### src/rtl/qdt_pkg.sv
package qdt_pkg;
  localparam int DATA_W  = 32;
  localparam int CTRL_W  = 8;
  localparam int PRE_W   = 8;

  localparam int CTRL_EN   = 7;
  localparam int CTRL_PER  = 6;
  localparam int CTRL_DIVH = 3;
  localparam int CTRL_DIVL = 2;
  localparam int CTRL_WIDE = 1;
  localparam int CTRL_ONE  = 0;
  localparam logic [CTRL_W-1:0] CTRL_KEEP = 8'hCF;

  typedef enum logic [1:0] {
    REG_START = 2'd0,
    REG_COUNT = 2'd1,
    REG_CTRL  = 2'd2,
    REG_RELOAD = 2'd3
  } chan_reg_e;

  typedef enum logic [1:0] {
    IRQ_MASK   = 2'd0,
    IRQ_RAW    = 2'd1,
    IRQ_MASKED = 2'd2,
    IRQ_CLEAR  = 2'd3
  } irq_reg_e;

  function automatic logic [DATA_W-1:0] width_mask(input logic wide);
    return wide ? {DATA_W{1'b1}} : {{(DATA_W-16){1'b0}}, 16'hFFFF};
  endfunction
endpackage

### src/rtl/qdt_prescaler.sv
module qdt_prescaler
  import qdt_pkg::*;
(
  input  logic       clk_i,
  input  logic       rst_ni,
  input  logic       en_i,
  input  logic       restart_i,
  input  logic [1:0] sel_i,
  output logic       tick_o
);
  logic [PRE_W-1:0] pre_q;
  logic [PRE_W-1:0] lim;

  always_comb begin
    case (sel_i)
      2'd0:    lim = '0;
      2'd1:    lim = PRE_W'(15);
      default: lim = PRE_W'(255);
    endcase
  end

  // >= so a divider shortened mid-run still ticks
  assign tick_o = en_i && (pre_q >= lim);

  always_ff @(posedge clk_i or negedge rst_ni) begin
    if (!rst_ni)        pre_q <= '0;
    else if (restart_i) pre_q <= '0;
    else if (en_i)      pre_q <= tick_o ? '0 : pre_q + 1'b1;
  end
endmodule

### src/rtl/qdt_channel.sv
module qdt_channel
  import qdt_pkg::*;
(
  input  logic              clk_i,
  input  logic              rst_ni,
  input  logic              wr_start_i,
  input  logic              wr_ctrl_i,
  input  logic              wr_reload_i,
  input  logic [DATA_W-1:0] wdata_i,
  output logic [DATA_W-1:0] start_o,
  output logic [DATA_W-1:0] cnt_o,
  output logic [CTRL_W-1:0] ctrl_o,
  output logic [DATA_W-1:0] reload_o,
  output logic              expire_o,
  output logic              halt_o
);
  logic [DATA_W-1:0] start_q, cnt_q, reload_q;
  logic [CTRL_W-1:0] ctrl_q;
  logic              halt_q;
  logic              tick, restart, run;
  logic [DATA_W-1:0] cur_mask;

  assign cur_mask = width_mask(ctrl_q[CTRL_WIDE]);
  assign run      = ctrl_q[CTRL_EN] && !halt_q;
  assign restart  = wr_start_i || (wr_ctrl_i && wdata_i[CTRL_EN] && !ctrl_q[CTRL_EN]);

  qdt_prescaler u_pre (
    .clk_i     (clk_i),
    .rst_ni    (rst_ni),
    .en_i      (run),
    .restart_i (restart),
    .sel_i     (ctrl_q[CTRL_DIVH:CTRL_DIVL]),
    .tick_o    (tick)
  );

  assign expire_o = tick && (cnt_q == '0) && !wr_start_i && !wr_ctrl_i;

  always_ff @(posedge clk_i or negedge rst_ni) begin
    if (!rst_ni) begin
      start_q  <= '0;
      reload_q <= '0;
      ctrl_q   <= '0;
    end else begin
      if (wr_start_i)  start_q  <= wdata_i;
      if (wr_reload_i) reload_q <= wdata_i;
      if (wr_ctrl_i)   ctrl_q   <= wdata_i[CTRL_W-1:0] & CTRL_KEEP;
    end
  end

  always_ff @(posedge clk_i or negedge rst_ni) begin
    if (!rst_ni) begin
      cnt_q  <= '0;
      halt_q <= 1'b0;
    end else if (wr_start_i) begin
      cnt_q  <= wdata_i & cur_mask;
      halt_q <= 1'b0;
    end else if (wr_ctrl_i) begin
      cnt_q  <= cnt_q & width_mask(wdata_i[CTRL_WIDE]);
      halt_q <= 1'b0;
    end else if (tick) begin
      if (cnt_q != '0)              cnt_q  <= cnt_q - 1'b1;
      else if (ctrl_q[CTRL_ONE])    halt_q <= 1'b1;
      else if (ctrl_q[CTRL_PER])    cnt_q  <= reload_q & cur_mask;
      else                          cnt_q  <= cur_mask;
    end
  end

  assign start_o  = start_q;
  assign cnt_o    = cnt_q;
  assign ctrl_o   = ctrl_q;
  assign reload_o = reload_q;
  assign halt_o   = halt_q;
endmodule

### src/rtl/qdt_irq.sv
module qdt_irq #(
  parameter int NUM_CH = 4
) (
  input  logic              clk_i,
  input  logic              rst_ni,
  input  logic [NUM_CH-1:0] expire_i,
  input  logic              wr_mask_i,
  input  logic              wr_clear_i,
  input  logic [NUM_CH-1:0] wbits_i,
  output logic [NUM_CH-1:0] raw_o,
  output logic [NUM_CH-1:0] mask_o,
  output logic [NUM_CH-1:0] masked_o
);
  logic [NUM_CH-1:0] raw_q, mask_q, clr;

  assign clr = wr_clear_i ? wbits_i : '0;

  always_ff @(posedge clk_i or negedge rst_ni) begin
    if (!rst_ni) begin
      raw_q  <= '0;
      mask_q <= '0;
    end else begin
      raw_q <= (raw_q & ~clr) | expire_i;  // new event wins over clear
      if (wr_mask_i) mask_q <= wbits_i;
    end
  end

  assign raw_o    = raw_q;
  assign mask_o   = mask_q;
  assign masked_o = raw_q & mask_q;
endmodule

### src/rtl/quad_down_timer.sv
module quad_down_timer
  import qdt_pkg::*;
#(
  parameter int NUM_CH = 4,
  parameter int ADDR_W = 8
) (
  input  logic              clk_i,
  input  logic              rst_ni,
  input  logic              req_i,
  input  logic              we_i,
  input  logic [ADDR_W-1:0] addr_i,
  input  logic [DATA_W-1:0] wdata_i,
  output logic [DATA_W-1:0] rdata_o,
  output logic [NUM_CH-1:0] irq_o
);
  localparam int SEL_W = ADDR_W - 4;

  logic [SEL_W-1:0] slot;
  logic [1:0]       reg_sel;
  logic             wr;
  logic             unused_addr;

  assign slot        = addr_i[ADDR_W-1:4];
  assign reg_sel     = addr_i[3:2];
  assign wr          = req_i && we_i;
  assign unused_addr = ^addr_i[1:0];

  logic [NUM_CH-1:0][DATA_W-1:0] start_w, cnt_w, reload_w;
  logic [NUM_CH-1:0][CTRL_W-1:0] ctrl_w;
  logic [NUM_CH-1:0]             expire_w, halt_w;
  logic [NUM_CH-1:0]             raw_w, mask_w, masked_w;

  for (genvar c = 0; c < NUM_CH; c++) begin : g_ch
    logic hit;
    assign hit = wr && (slot == SEL_W'(c + 1));
    qdt_channel u_ch (
      .clk_i       (clk_i),
      .rst_ni      (rst_ni),
      .wr_start_i  (hit && reg_sel == REG_START),
      .wr_ctrl_i   (hit && reg_sel == REG_CTRL),
      .wr_reload_i (hit && reg_sel == REG_RELOAD),
      .wdata_i     (wdata_i),
      .start_o     (start_w[c]),
      .cnt_o       (cnt_w[c]),
      .ctrl_o      (ctrl_w[c]),
      .reload_o    (reload_w[c]),
      .expire_o    (expire_w[c]),
      .halt_o      (halt_w[c])
    );
  end

  qdt_irq #(.NUM_CH(NUM_CH)) u_irq (
    .clk_i      (clk_i),
    .rst_ni     (rst_ni),
    .expire_i   (expire_w),
    .wr_mask_i  (wr && slot == '0 && reg_sel == IRQ_MASK),
    .wr_clear_i (wr && slot == '0 && reg_sel == IRQ_CLEAR),
    .wbits_i    (wdata_i[NUM_CH-1:0]),
    .raw_o      (raw_w),
    .mask_o     (mask_w),
    .masked_o   (masked_w)
  );

  always_comb begin
    rdata_o = '0;
    if (slot == '0) begin
      case (reg_sel)
        IRQ_MASK:   rdata_o[NUM_CH-1:0] = mask_w;
        IRQ_RAW:    rdata_o[NUM_CH-1:0] = raw_w;
        IRQ_MASKED: rdata_o[NUM_CH-1:0] = masked_w;
        default:    rdata_o = '0;
      endcase
    end
    for (int c = 0; c < NUM_CH; c++) begin
      if (slot == SEL_W'(c + 1)) begin
        case (reg_sel)
          REG_START: rdata_o = start_w[c];
          REG_COUNT: rdata_o = cnt_w[c];
          REG_CTRL:  rdata_o = {{(DATA_W-CTRL_W){1'b0}}, ctrl_w[c]};
          default:   rdata_o = reload_w[c];
        endcase
      end
    end
  end

  assign irq_o = masked_w;
endmodule

### config.mk
export PLATFORM = sky130hd
export DESIGN_NAME = quad_down_timer
export DESIGN_NICKNAME = d
export VERILOG_FILES = /design/src/rtl/qdt_pkg.sv /design/src/rtl/qdt_prescaler.sv /design/src/rtl/qdt_channel.sv /design/src/rtl/qdt_irq.sv /design/src/rtl/quad_down_timer.sv
export SDC_FILE = /design/constraint.sdc
export NUM_CORES = 1
export LEC_CHECK = 0
export BUFFER_PORTS_ARGS = -buffer_cell sky130_fd_sc_hd__buf_2
export CELL_PAD_IN_SITES_DETAIL_PLACEMENT = 1
export CELL_PAD_IN_SITES_GLOBAL_PLACEMENT = 1
export CORE_ASPECT_RATIO = 1.4
export CORE_MARGIN = 3
export CORE_UTILIZATION = 51
export CTS_BUF_LIST = sky130_fd_sc_hd__clkbuf_8
export DETAILED_ROUTE_END_ITERATION = 8
export GPL_TIMING_DRIVEN = 0
export PLACE_DENSITY_LB_ADDON = 0.1
export SYNTH_ARGS = -nofsm -noshare
export SYNTH_HDL_FRONTEND = slang
export SYNTH_SLANG_ARGS = --single-unit
### constraint.sdc
create_clock -name clk_i -period 4.93 [get_ports clk_i]
set_input_delay 0.986 -clock clk_i [delete_from_list [all_inputs] [get_ports clk_i]]
set_output_delay 0.986 -clock clk_i [all_outputs]
set_load 0.05 [all_outputs]
After elaboration in Yosys (flattened, before gate mapping):

Cells that the tools add are included.

* add/subtract/negate cells: 8
* magnitude comparators: 4
* equality and inequality tests: 19
* muxes and demuxes: 76
* bitwise gates (word level): 16
* reductions and logical operators: 102

Operators by type and width (number)
* $mux 32: 33
* $and 32x32->32: 12
* $pmux 32 s3: 4
* $logic_not 32->1: 4
* $reduce_bool 32->1: 4
* $sub 32x1->32 const B: 4
* $mux 8: 12
* $pmux 8 s2: 4
* $logic_and 1x1->1: 48
* $add 8x1->8 const B: 4
* $ge 8x8->1: 4
* $reduce_bool 3->1: 8
* $mux 1: 20
* $logic_not 1->1: 16
* $ne 4x2->1 const B: 4
* $ne 3x1->1 const B: 4
* $pmux 4 s3: 1
* $reduce_and 3->1: 4
* $eq 2x1->1 const B: 5
* $logic_not 2->1: 5
* $and 4x4->4: 2
* $eq 4x2->1 const B: 2
* $mux 4: 2
* $reduce_and 2->1: 4
* other kinds (8): 15

* bits in registers: 452
* input bits: 44
* output and inout bits: 36
* word-level logic and storage cells: 251

Depth between registers and ports, before layout:

* depth after elaboration: 8
* depth in mapped cells: 10
* gate-level depth less buffers: 8

Hierarchy:

A second synthesis with hierarchy kept.

* cells, all modules: 2982
* area, all modules: 28671.2 sq um

By module, submodules not included
* qdt_channel (g_ch[0].u_ch ...): times used 3, cells each 543, area each 5391.4 sq um, seq. area each 2577.5 sq um
* qdt_channel (g_ch[3].u_ch): times used 1, cells each 541, area each 5465.2 sq um, seq. area each 2577.5 sq um
* quad_down_timer: times used 1, cells each 492, area each 3833.7 sq um, seq. area each 0.0 sq um
* qdt_prescaler: times used 4, cells each 74, area each 720.7 sq um, seq. area each 200.2 sq um
* qdt_irq: times used 1, cells each 24, area each 315.3 sq um, seq. area each 200.2 sq um

Worst setup path after synthesis:

No wires, ideal clock.

* kind: input -> output
* start: input addr_i[2]
* end: output rdata_o[6]
* arrival: 4013 ps
* data required time: 3944 ps
* slack: -69 ps
* stages: 9
* path through: buf_2 -> buf_2 -> clkbuf_1 -> buf_1 -> buf_2 -> a22oi_1 -> o22ai_1 -> o22ai_1 -> o21ai_0

* longest elaborated chain between the ends: 6
* elaborated cells on any way between the ends: 11

Ends and longest elaborated chain
* from (decl): line quad_down_timer.sv:11 `input logic [ADDR_W-1:0] addr_i,`
* $eq 2x2->1 (tied with other cells): line quad_down_timer.sv:76 `case (reg_sel)`
* $pmux 32 s3: line quad_down_timer.sv:76
* $mux 32 (3 in series): line quad_down_timer.sv:75 `if (slot == SEL_W'(c + 1)) begin`
* $mux 32 *: line quad_down_timer.sv:75
* to (decl): line quad_down_timer.sv:13 `output logic [DATA_W-1:0] rdata_o,`

Mark *: on every way between the ends. The rest lies on a longest branch, timed or not.

Worst setup path in the final report:

* start: input addr_i[3]
* end: output rdata_o[25]

The elaborated chain is that of the path after synthesis.

==> results.yml <==
yosys:
  yosysTopAreaCell: "dfrtp_1"
  synth_area_leaders: "dfrtp_1 42%, nand2_1 8.0%, mux2_2 7.1%, o21ai_0 3.4%, mux2i_1 3.4%"
  synthCells: 3014
  seq_area_frac_synth: 0.419
  synthTopCellsByCount: "577 x nand2_1, 452 x dfrtp_1, 196 x clkbuf_1, 184 x o21ai_0, 170 x mux2_2"
  synth.cell_area_um2: 27000
  synth-edff-count: 0
  yosysTopAreaCellShare: 0.419
  synthFlopType: "dfrtp_1"
  ys_seq_elements: 452
  yosysWarnings: 0
  async_flop_share: 1.00
  synth_cell_types: 78
  yosysMostFrequentCell: "nand2_1"
  syn_avg_cell_area_um2: 8.96
  synth_fp_nets: 3087
cts:
  cts.htree.levels: 3
  clkTransAtPathRegs_ns: 0.06
  cts-root-buf: "clkbuf_8"
  cts_tree: "done"
  cts_buffers: 78
  clockBufferDepth: 3
  insertion_delay_ns: 0.72
  cts_setup_buffers: 0
  clock_sinks: 452
  cts_hold_buf: 0
power_and_ir_drop:
  pwr-share-seq: 0.389
  clkPwrFrac: 0.285
  max-vdd-ir-drop_mv: 0.264
  switchingPower_mw: 4.86
  power_density_nw_per_um2: 408
  power_frac_comb: 0.326
  internal_power_mw: 7.41
  p_leak_nw: 13.7
  switching_share: 0.396
routing:
  wl_per_cell_um: 31.7
  drc: 0
  dr.pass1.iters: 6
  num_vias: 27200
  wl_um: 124000
  drt.antenna.violating_nets: 0
  viasPerCell: 6.91
  drt_iter0_drc: 2917
sta:
  hold_viol_final: 0
  min_period_ns: 4.90
  tightest_slew_ns: 1.54
  period_share: 0.994
  clock.fmax_mhz: 204
  final_max_slew_viol_count: 17
  rsz0062_at_grt: "false"
  hold-worst-slack_ns: 0.202
  setup_viol: 0
  finClkSkew_ns: 0.0348
  slew_headroom: -0.0418
setup_path:
  path_class: "in -> out"
  end_kind: "primary output"
  worst_setup_path_start_kind: "primary input"
  worstPathCellList: "buf_2, clkbuf_4, clkinv_2, clkbuf_1, a221oi_1, a21oi_1, a22oi_1, o22ai_1, buf_2"
  startpoint: "addr_i[3]"
  cpPeakStageDelay_ns: 0.61
  crit_top_cell: "buf_2"
  worst-r2r-setup-slack_ns: 0.92
  crit_required_ns: 3.94
  r2r_start: "g_ch[2].u_ch.cnt_o[2]$_DFFE_PN0P_"
  r2r_cells: 8
  worstReg2RegEnd: "g_ch[2].u_ch.cnt_o[31]$_DFFE_PN0P_"
  slowest_stage: "a221oi_1"
  crit_end: "rdata_o[25]"
  crit_fanout: 13
  worstPathArrival_ns: 3.91
placement:
  io_buffer_count: 70
  dp_hpwl_um: 89500
  gp_congestion: 1.05
  dp.cells: 3795
final_layout:
  areaGrowthSynthToFinish_pct: 11.5
  stdcell_count: 3928
  finalNetCount: 3239
  drive_gt1_frac: 0.147
global_routing:
  grt_overflow: 0
  grt_max_degree: 114
  antenna_found_initial: 4
  grt_pass1_vias: 27900
  grtUsageTotal: 0.437
  grt_pass1_wl_um: 184000
floorplanning:
  rows: 99
  fp.coreArea_um2: 52300
  initial_utilization: 0.517
  io-pin-count: 80
  die_w_um: 201
  dieArea_um2: 55800
  die_h_um: 278
run_status:
  violations: "max-capacitance violations, max-slew violations"
  status: "finished with violations"
flow_run:
  drv_cap: 3
hold_path:
  hold_class: "in -> async"
[cell families after synthesis]
group | after synthesis | synth area share
AND/OR/NAND/NOR | 1147 | 0.197
AO/OA/AOI/OAI | 783 | 0.191
flip-flops | 452 | 0.419
multiplexers | 287 | 0.126
buffers and inverters | 270 | 0.0385
XOR/XNOR | 46 | 0.0149
adder cells (fa/ha/maj) | 29 | 0.0134
[per-stage QoR]
stage	utilization	TNS, ns	worst slack [ns]	instance area (um^2)	power, mW
after floorplan	-	0	0.272	27000	7.23
after global placement	0.540	-2922.44	-6.43	28300	8.40
after detailed placement	0.543	-40.69	-1.44	28400	8.60
after CTS	0.574	-0.276	-0.0810	30000	12.1
after global routing	0.576	0	0.00929	30100	12.8
final	0.576	0	0.0297	30100	12.3
[cell type report]
| class | instances | area [um^2] |
|---|---|---|
| well taps | 707 | 885 |
| repair buffers | 74 | 470 |
| inverters | 40 | 151 |
| multi-input cells | 2292 | 14800 |
| flip-flops and latches | 452 | 11300 |
| clock buffers | 100 | 1380 |
| diodes | 6 | 15.0 |
| plain buffers | 228 | 946 |
| fillers | 6151 | 22200 |
| clock inverters | 29 | 114 |
[metal layers]
metal | global-route usage | routed length, um | up-vias
met5 | 0 | 0 | -
met4 | 0.348 | 11400 | 0
met3 | 0.109 | 12000 | 445
met2 | 0.651 | 54400 | 1541
met1 | 0.541 | 46600 | 13800
li1 | - | - | 11400
[cells in the final DEF, fill, tap and decap left out, drive strengths merged, types with 9 or more instances in the layout]
| cell type | instances |
|---|---|
| o31ai | 53 |
| nand2 | 578 |
| o2bb2ai | 18 |
| clkbuf | 298 |
| mux2i | 91 |
| nand3b | 13 |
| o22ai | 40 |
| inv | 64 |
| o311ai | 12 |
| nor2 | 163 |
| o21ai | 185 |
| o211ai | 38 |
| or3 | 24 |
| xnor2 | 24 |
| nand4 | 32 |
| o21a | 11 |
| nor2b | 9 |
| xor2 | 22 |
| and2 | 9 |
| or2 | 11 |
| nor4 | 53 |
| nor3 | 79 |
| nand2b | 52 |
| a32oi | 15 |
| a211oi | 11 |
| and3 | 21 |
| ha | 29 |
| a221oi | 42 |
| or4 | 21 |
| a22o | 35 |
| mux2 | 170 |
| nor3b | 12 |
| a21oi | 164 |
| dfrtp | 452 |
| buf | 104 |
| mux4 | 26 |
| a21o | 17 |
| nand3 | 45 |
| a31oi | 48 |
| a22oi | 35 |
[state kept, by name, indices dropped and copies added (netlist names)]
signal	cells
g_ch.u_ch.ctrl_o	24
g_ch.u_ch.u_pre.pre_q	32
g_ch.u_ch.cnt_o	128
u_irq.mask_o	4
g_ch.u_ch.reload_o	128
g_ch.u_ch.start_o	128
g_ch.u_ch.halt_o	4
u_irq.raw_o	4
[worst min path at each step]
| stage | from | end | slack [ns] | cells past startpoint |
|---|---|---|---|---|
| after global routing | rst_ni | g_ch[2].u_ch.u_pre.pre_q[5]$_DFFE_PN0P_ | 0.24 | 1 |
| final | rst_ni | g_ch[2].u_ch.u_pre.pre_q[5]$_DFFE_PN0P_ | 0.20 | 1 |
| after CTS | rst_ni | g_ch[2].u_ch.u_pre.pre_q[5]$_DFFE_PN0P_ | 0.22 | 1 |
| after floorplan | g_ch[0].u_ch.start_o[2]$_DFFE_PN0P_ | g_ch[0].u_ch.start_o[2]$_DFFE_PN0P_ | 0.44 | 2 |
| after detailed placement | g_ch[2].u_ch.start_o[29]$_DFFE_PN0P_ | g_ch[2].u_ch.start_o[29]$_DFFE_PN0P_ | 0.46 | 2 |
| after global placement | g_ch[2].u_ch.start_o[3]$_DFFE_PN0P_ | g_ch[2].u_ch.start_o[3]$_DFFE_PN0P_ | 0.45 | 2 |
[critical path, delay by kind of cell]
kind,cells,cell delay [ns]
AOI/OAI and AO/OA,4,1.27
buffers and inverters,5,1.63
[power by group through the flow]
stage          Combinational, mW  Clock, mW  Sequential, mW
2_1_floorplan               2.64          0            4.59
3_3_place_gp                3.63          0            4.76
3_5_place_dp                3.80          0            4.81
4_1_cts                     3.85       3.49            4.75
5_1_grt                     4.29       3.67            4.83
6_report                    4.00       3.50            4.78
[what timing repair did]
action                                  in CTS  in global routing
endpoints found under the setup margin      32                 22
gates resized for setup                     54                 28
endpoints found under the hold margin        0                  0
Power figures use the tool's default switching activity.
